$ cat src/rtl/trapdoor_pkg.sv
// Shared state type and fixed offsets/keys for the trapdoor configuration port.
// Assumes a 3-bit port offset; the offsets below are behaviour, not layout.
package trapdoor_pkg;
    typedef enum logic [1:0] {
        TD_IDLE  = 2'd0,
        TD_ONE   = 2'd1,
        TD_ARMED = 2'd2,
        TD_OPEN  = 2'd3
    } td_state_e;

    localparam logic [2:0] OFF_RDTIM = 3'd0;
    localparam logic [2:0] OFF_WRTIM = 3'd1;
    localparam logic [2:0] OFF_GATE  = 3'd2;
    localparam logic [2:0] OFF_CTL   = 3'd3;
    localparam logic [2:0] OFF_STRAP = 3'd5;
    localparam logic [2:0] OFF_MISC  = 3'd6;
    localparam logic [2:0] OFF_ARM   = 3'd1;

    localparam logic [7:0] KEY_OPEN     = 8'h03;
    localparam logic [7:0] KEY_CLOSE    = 8'h83;
    localparam logic [7:0] KEY_OVERRIDE = 8'h85;
endpackage

$ cat src/rtl/trapdoor_seq.sv
// Unlock sequencer: tracks the arming reads and the open/close key writes.
// Assumes one access per valid cycle; idle cycles hold the state.
module trapdoor_seq
    import trapdoor_pkg::*;
#(
    parameter int OFF_W = 3,
    parameter int DATA_W = 16
) (
    input  logic              clk,
    input  logic              rst_n,
    input  logic              acc_valid,
    input  logic              acc_write,
    input  logic              acc_wide,
    input  logic [OFF_W-1:0]  acc_off,
    input  logic [DATA_W-1:0] acc_wdata,
    output logic              open
);
    td_state_e state_q, state_d;
    logic is_arm_rd, is_key_open, is_key_close;

    // Classify the current access against the sequence steps.
    always_comb begin
        is_arm_rd    = acc_valid && !acc_write && acc_wide && (acc_off == OFF_ARM);
        is_key_open  = acc_valid && acc_write && !acc_wide && (acc_off == OFF_GATE)
                       && (acc_wdata[7:0] == KEY_OPEN);
        is_key_close = acc_valid && acc_write && !acc_wide && (acc_off == OFF_GATE)
                       && (acc_wdata[7:0] == KEY_CLOSE);
    end

    // Next-state: any unexpected valid access restarts the arming count.
    always_comb begin
        state_d = state_q;
        if (acc_valid) begin
            unique case (state_q)
                TD_IDLE:  state_d = is_arm_rd   ? TD_ONE   : TD_IDLE;
                TD_ONE:   state_d = is_arm_rd   ? TD_ARMED : TD_IDLE;
                TD_ARMED: state_d = is_key_open ? TD_OPEN  : TD_IDLE;
                TD_OPEN:  state_d = is_key_close ? TD_IDLE : TD_OPEN;
                default:  state_d = TD_IDLE;
            endcase
        end
    end

    // State register with synchronous reset to locked.
    always_ff @(posedge clk) begin
        if (!rst_n) state_q <= TD_IDLE;
        else        state_q <= state_d;
    end

    assign open = (state_q == TD_OPEN);
endmodule

$ cat src/rtl/trapdoor_taskfile.sv
// Plain task-file register array reached while the gate is closed.
// Assumes byte writes update only the low byte of an entry.
module trapdoor_taskfile #(
    parameter int OFF_W = 3,
    parameter int DATA_W = 16
) (
    input  logic              clk,
    input  logic              rst_n,
    input  logic              wr_en,
    input  logic              acc_wide,
    input  logic [OFF_W-1:0]  acc_off,
    input  logic [DATA_W-1:0] acc_wdata,
    output logic [DATA_W-1:0] rdata
);
    localparam int DEPTH = 1 << OFF_W;
    localparam int LO_W  = 8;

    logic [DATA_W-1:0] mem_q [DEPTH];

    // Per-entry storage, full or low-byte update.
    for (genvar i = 0; i < DEPTH; i++) begin : g_ent
        always_ff @(posedge clk) begin
            if (!rst_n) begin
                mem_q[i] <= '0;
            end else if (wr_en && (acc_off == OFF_W'(i))) begin
                if (acc_wide) mem_q[i] <= acc_wdata;
                else          mem_q[i][LO_W-1:0] <= acc_wdata[LO_W-1:0];
            end
        end
    end

    // Read view: byte reads return the low byte zero-extended.
    always_comb begin
        rdata = mem_q[acc_off];
        if (!acc_wide) rdata[DATA_W-1:LO_W] = '0;
    end
endmodule

$ cat src/rtl/trapdoor_cfgregs.sv
// Hidden timing/control registers and effective-timing selection.
// Assumes writes arrive only as byte writes while the gate is open.
module trapdoor_cfgregs
    import trapdoor_pkg::*;
#(
    parameter int OFF_W = 3,
    parameter int DATA_W = 16,
    parameter int REG_W = 8,
    parameter logic [REG_W-1:0] DEF_SLOW = 8'h6B,
    parameter logic [REG_W-1:0] DEF_FAST = 8'h58
) (
    input  logic              clk,
    input  logic              rst_n,
    input  logic              wr_en,
    input  logic [OFF_W-1:0]  acc_off,
    input  logic [DATA_W-1:0] acc_wdata,
    input  logic              strap_pin,
    output logic [DATA_W-1:0] rdata,
    output logic              override,
    output logic [REG_W-1:0]  eff_rd,
    output logic [REG_W-1:0]  eff_wr,
    output logic [REG_W-1:0]  misc
);
    logic [REG_W-1:0] rdtim_q, wrtim_q, ctl_q, strap_q, misc_q;
    logic [REG_W-1:0] wbyte, def_tim;

    assign wbyte = acc_wdata[REG_W-1:0];

    // Register writes decoded by offset; unmapped offsets fall through.
    always_ff @(posedge clk) begin
        if (!rst_n) begin
            rdtim_q <= '0;
            wrtim_q <= '0;
            ctl_q   <= '0;
            strap_q <= '0;
            misc_q  <= '0;
        end else if (wr_en) begin
            case (acc_off)
                OFF_RDTIM: rdtim_q <= wbyte;
                OFF_WRTIM: wrtim_q <= wbyte;
                OFF_CTL:   ctl_q   <= wbyte;
                OFF_STRAP: strap_q <= wbyte;
                OFF_MISC:  misc_q  <= wbyte;
                default:   ;
            endcase
        end
    end

    // Read mux; strap bit 0 reports the pin once sampling is enabled.
    always_comb begin
        rdata = '0;
        case (acc_off)
            OFF_RDTIM: rdata[REG_W-1:0] = rdtim_q;
            OFF_WRTIM: rdata[REG_W-1:0] = wrtim_q;
            OFF_CTL:   rdata[REG_W-1:0] = ctl_q;
            OFF_STRAP: rdata[REG_W-1:0] = {strap_q[REG_W-1:1], strap_q[0] & strap_pin};
            OFF_MISC:  rdata[REG_W-1:0] = misc_q;
            default:   rdata = '0;
        endcase
    end

    // Effective timing: programmed values only under the override key.
    always_comb begin
        def_tim  = strap_pin ? DEF_FAST : DEF_SLOW;
        override = (ctl_q == KEY_OVERRIDE);
        eff_rd   = override ? rdtim_q : def_tim;
        eff_wr   = override ? wrtim_q : def_tim;
    end

    assign misc = misc_q;
endmodule

$ cat src/rtl/trapdoor_cfg_port.sv
// Top: routes host accesses to the task file or the hidden registers and
// returns read data one cycle after each read. Synchronous active-low reset.
module trapdoor_cfg_port #(
    parameter int OFF_W = 3,
    parameter int DATA_W = 16,
    parameter int REG_W = 8,
    parameter logic [REG_W-1:0] DEF_SLOW = 8'h6B,
    parameter logic [REG_W-1:0] DEF_FAST = 8'h58
) (
    input  logic              clk,
    input  logic              rst_n,
    input  logic              acc_valid,
    input  logic              acc_write,
    input  logic              acc_wide,
    input  logic [OFF_W-1:0]  acc_off,
    input  logic [DATA_W-1:0] acc_wdata,
    input  logic              strap_pin,
    output logic              rd_valid,
    output logic [DATA_W-1:0] rd_data,
    output logic              cfg_open,
    output logic              timing_override,
    output logic [REG_W-1:0]  eff_read_tim,
    output logic [REG_W-1:0]  eff_write_tim,
    output logic [REG_W-1:0]  misc_cfg
);
    logic [DATA_W-1:0] tf_rdata, cfg_rdata;
    logic tf_wr, cfg_wr;

    trapdoor_seq #(.OFF_W(OFF_W), .DATA_W(DATA_W)) u_seq (
        .clk(clk), .rst_n(rst_n), .acc_valid(acc_valid), .acc_write(acc_write),
        .acc_wide(acc_wide), .acc_off(acc_off), .acc_wdata(acc_wdata), .open(cfg_open)
    );

    // Write steering: closed -> task file; open -> byte writes to config.
    always_comb begin
        tf_wr  = acc_valid && acc_write && !cfg_open;
        cfg_wr = acc_valid && acc_write && cfg_open && !acc_wide;
    end

    trapdoor_taskfile #(.OFF_W(OFF_W), .DATA_W(DATA_W)) u_tf (
        .clk(clk), .rst_n(rst_n), .wr_en(tf_wr), .acc_wide(acc_wide),
        .acc_off(acc_off), .acc_wdata(acc_wdata), .rdata(tf_rdata)
    );

    trapdoor_cfgregs #(.OFF_W(OFF_W), .DATA_W(DATA_W), .REG_W(REG_W),
                       .DEF_SLOW(DEF_SLOW), .DEF_FAST(DEF_FAST)) u_cfg (
        .clk(clk), .rst_n(rst_n), .wr_en(cfg_wr), .acc_off(acc_off),
        .acc_wdata(acc_wdata), .strap_pin(strap_pin), .rdata(cfg_rdata),
        .override(timing_override), .eff_rd(eff_read_tim), .eff_wr(eff_write_tim),
        .misc(misc_cfg)
    );

    // Read response register: one cycle after the read access.
    always_ff @(posedge clk) begin
        if (!rst_n) begin
            rd_valid <= 1'b0;
            rd_data  <= '0;
        end else begin
            rd_valid <= acc_valid && !acc_write;
            if (acc_valid && !acc_write) rd_data <= cfg_open ? cfg_rdata : tf_rdata;
        end
    end
endmodule

$ cat config.mk
export PLATFORM = sky130hd
export DESIGN_NAME = trapdoor_cfg_port
export DESIGN_NICKNAME = d
export VERILOG_FILES = /design/src/rtl/trapdoor_pkg.sv /design/src/rtl/trapdoor_seq.sv /design/src/rtl/trapdoor_taskfile.sv /design/src/rtl/trapdoor_cfgregs.sv /design/src/rtl/trapdoor_cfg_port.sv
export SDC_FILE = /design/constraint.sdc
export NUM_CORES = 1
export LEC_CHECK = 0
export ABC_CLOCK_PERIOD_IN_PS = 2520
export CORE_ASPECT_RATIO = 1.75
export CORE_MARGIN = 4
export CORE_UTILIZATION = 55
export CTS_BUF_LIST = sky130_fd_sc_hd__clkbuf_8
export CTS_CLUSTER_SIZE = 14
export DETAILED_ROUTE_END_ITERATION = 6
export PLACE_DENSITY = 0.86
export SLEW_MARGIN = 20
export SYNTH_ARGS = -nofsm -noshare
export SYNTH_HDL_FRONTEND = slang
export SYNTH_SLANG_ARGS = --single-unit
$ cat constraint.sdc
create_clock -name clk -period 2.52 [get_ports clk]
set_clock_uncertainty 0.2 [all_clocks]
set_input_delay 0.378 -clock clk [delete_from_list [all_inputs] [get_ports clk]]
set_output_delay 0.378 -clock clk [all_outputs]
set_load 0.1 [all_outputs]
==> results of run 1 <==
cell families (layout without fill, tap and decap cells):
family,Yosys count,count (layout),share of synthesized area (%)
muxes,97,97,16.1
DFF,187,187,58.9
other,0,1,0
buffers and inverters,36,158,2.38
AOI/OAI and AO/OA,59,59,4.96
and+or+nand+nor,274,274,17.6
layout make-up:
cell class	count	area [µm²]
inverters	6	27.5
clock inverters	14	131
well taps	186	233
fillers	1077	5060
repair buffers	121	1250
flip-flops and latches	187	5030
diodes	1	2.50
multi-input cells	430	3360
clock buffers	17	234
metal layers:
layer	track usage, %	wire [µm]	vias up
li1	-	-	2612
met1	28.1	7320	2919
met2	45.2	12000	251
met3	4.52	1170	88
met4	16.4	1540	0
met5	0	0	-
state kept, by name, summed over array words and instances, names as in the netlist:
signal / flops
u_cfg.wrtim_q: 8
u_cfg.strap_q: 8
rd_data: 16
u_cfg.misc: 8
u_tf.mem_q: 128
rd_valid: 1
u_seq.state_q: 2
u_cfg.rdtim_q: 8
u_cfg.ctl_q: 8
power by group:
group	internal, mW	switching (mW)
Clock	0.718	1.17
Combinational	0.288	0.466
Sequential	3.41	0.0493
Total	4.41	1.68
worst min-delay path: stages:
cell      delay, ps
buf_2           150
nand2_1         110
o21bai_1         70
repair_timing:
| item | 4_1_cts | 5_1_grt |
|---|---|---|
| pin swaps | 3 | 1 |
| endpoints found under the setup margin | 17 | 17 |
| resized for setup | 7 | 2 |
| buffers inserted | 3 | 1 |
cells in the final DEF (no fill, tap or decap), types with 5 or more instances in the layout:
master           count
buf_12              24
a22oi_1              7
o21a_1               6
a21oi_1              5
mux2i_1             60
nand2_1             37
edfxtp_1           128
dfxtp_1             58
buf_4               73
mux4_2              32
a221oi_1             5
clkbuf_8            17
and2_1              68
inv_1                5
mux2_1               5
o21ai_1             16
nor2b_1             42
a221o_1              8
clkdlybuf4s50_1     20
nor2_1              79
nand3_2              6
worst max path at each step:
stage | from | end | cells past startpoint
4_1_cts | u_cfg.ctl_q[3]$_SDFFE_PN0P_ | eff_read_tim[0] | 5
3_5_place_dp | acc_valid | u_cfg.ctl_q[1]$_SDFFE_PN0P_ | 6
3_3_place_gp | acc_valid | u_tf.mem_q[3][10]$_SDFFCE_PP0P_ | 7
2_1_floorplan | u_cfg.ctl_q[3]$_SDFFE_PN0P_ | eff_read_tim[0] | 5
5_1_grt | u_cfg.ctl_q[3]$_SDFFE_PN0P_ | eff_read_tim[0] | 5
6_report | u_cfg.ctl_q[3]$_SDFFE_PN0P_ | eff_read_tim[0] | 5
==> flow_summary.toml, run 1 <==
[run_status]
outcome = "finished, violations left"
violations = "setup timing"

[yosys]
yosysMostFrequentCell = "edfxtp_1"
syn-mean-instance-area_um2 = 13.1
yosys-top-cells-area = "edfxtp_1, dfxtp_1, mux4_2, mux2i_1, and2_1"
netlist_instances = 653
synth_cell_type_count = 51
synth_top_area_share_pct = 45.1
syn-num-nets = 678
yosysWarnings = 0
syn-cell-area_um2 = 8530
async_flop_share_pct = 0
synth_commonest_cells = "edfxtp_1, nor2_1, and2_1, mux2i_1, dfxtp_1"
yosys_register_bits = 187
synth-seq-area-share_pct = 58.9
synth_ff_type = "edfxtp_1"
synth_edf_count = 128
synth_area_leader_cell = "edfxtp_1"

[setup_path]
ff2ff_setup_slack_ps = 470
path_max_fanout = 8
path_cells = "or4_4, or2_4, nand2_8, o21a_1, buf_12"
startpoint_type = "flop"
crit_family = "simple AND/OR/NAND/NOR gates"
path_class = "flop to output pin"
arrival_ps = 2160
rr_startpoint = "u_seq.state_q[1]$_SDFFE_PN0P_"
reg2regPathDepth = 4
cpPeakStageDelay_ps = 560
crit_required_ps = 1940
critPathBufInv = 1
end_kind = "output pin"
r2r_end = "u_tf.mem_q[7][0]$_DFFE_PP_"
slowest_stage = "or4_4"

[min_path]
hp-class = "primary input to flop"
hold_path_startpoint = "rst_n"
whs_endpoint = "u_seq.state_q[0]$_SDFFE_PN0P_"
hold_path_depth = 3

[clock_tree]
cts_tree = "yes"
clk_path_buf_depth = 2
cts-root-buf = "clkbuf_8"
postCtsHoldBufs = 0
clock_latency_ps = 470
cts_inserted_buffers = 17
clk_pin_slew_worst_paths_ps = 100
cts.sinks = 187
h-tree-depth = 4

[timing]
fin_ws_ps = -218
setup_viol = 17
tightest_slew_ps = 625
slew_headroom_pct = 58.0
min_period_ps = 2740
rsz0062_at_grt = "true"
finalSetupTns_ps = -2740
max_freq_ghz = 0.365
period_share_pct = 109
fin_hold_ws_ps = 80.9
final_hold_viol_count = 0
final-max-slew-violation-count = 0

[grt]
grt_pass1_vias = 6131
grt_pass1_wl_um = 34100
grt_start_max_net_pins = 47
gr-total-overflow = 0
antenna_found_initial = 1
grtUsageTotal_pct = 25.9

[power_and_ir_drop]
irDropWorstVdd_v = 0.000417
power.total_mw = 6.09
cellPowerDensity_nw_per_um2 = 594
power_leakage_nw = 4.00

[detailed_routing]
drc = 0
drt_iter0_markers = 436
ant_nets = 0
dr_total_vias = 5870
wl_um = 22000
firstDrtPassIters = 5
wire_per_inst_um = 22.9
via_per_inst = 6.10

[floorplanning]
die_h_um = 173
dieArea_um2 = 17600
start_util_pct = 55.7
die_w_um = 102
io_pins = 68
coreArea_um2 = 15300
placementRows = 60

[placement]
place_ws_ps = 41.9
dp_cells = 926
dp_hpwl_um = 16300
placed_area_um2 = 9830
numPortBuffers = 67
gp_congestion = 0.975

[layout]
final_cells = 962
layout-drive-gt1-share_pct = 25.3
nets = 788
design_area_um2 = 10300
areaGrowthSynthToFinish_pct = 20.2
post-route-util_pct = 67.0

[flow_run]
maxCapViolCount = 0
(Power assumes the default switching activity.)
==> run 2: changes to the inputs <==
--- a/config.mk
+++ b/config.mk
@@ -10,6 +10,7 @@
 export CORE_MARGIN = 4
 export CORE_UTILIZATION = 55
 export CTS_BUF_LIST = sky130_fd_sc_hd__clkbuf_8
+export CTS_CLUSTER_DIAMETER = 80
 export CTS_CLUSTER_SIZE = 14
 export DETAILED_ROUTE_END_ITERATION = 6
 export PLACE_DENSITY = 0.86
==> results of run 2 <==
No change in the layout: final DEF, timing and power equal those of run 1.
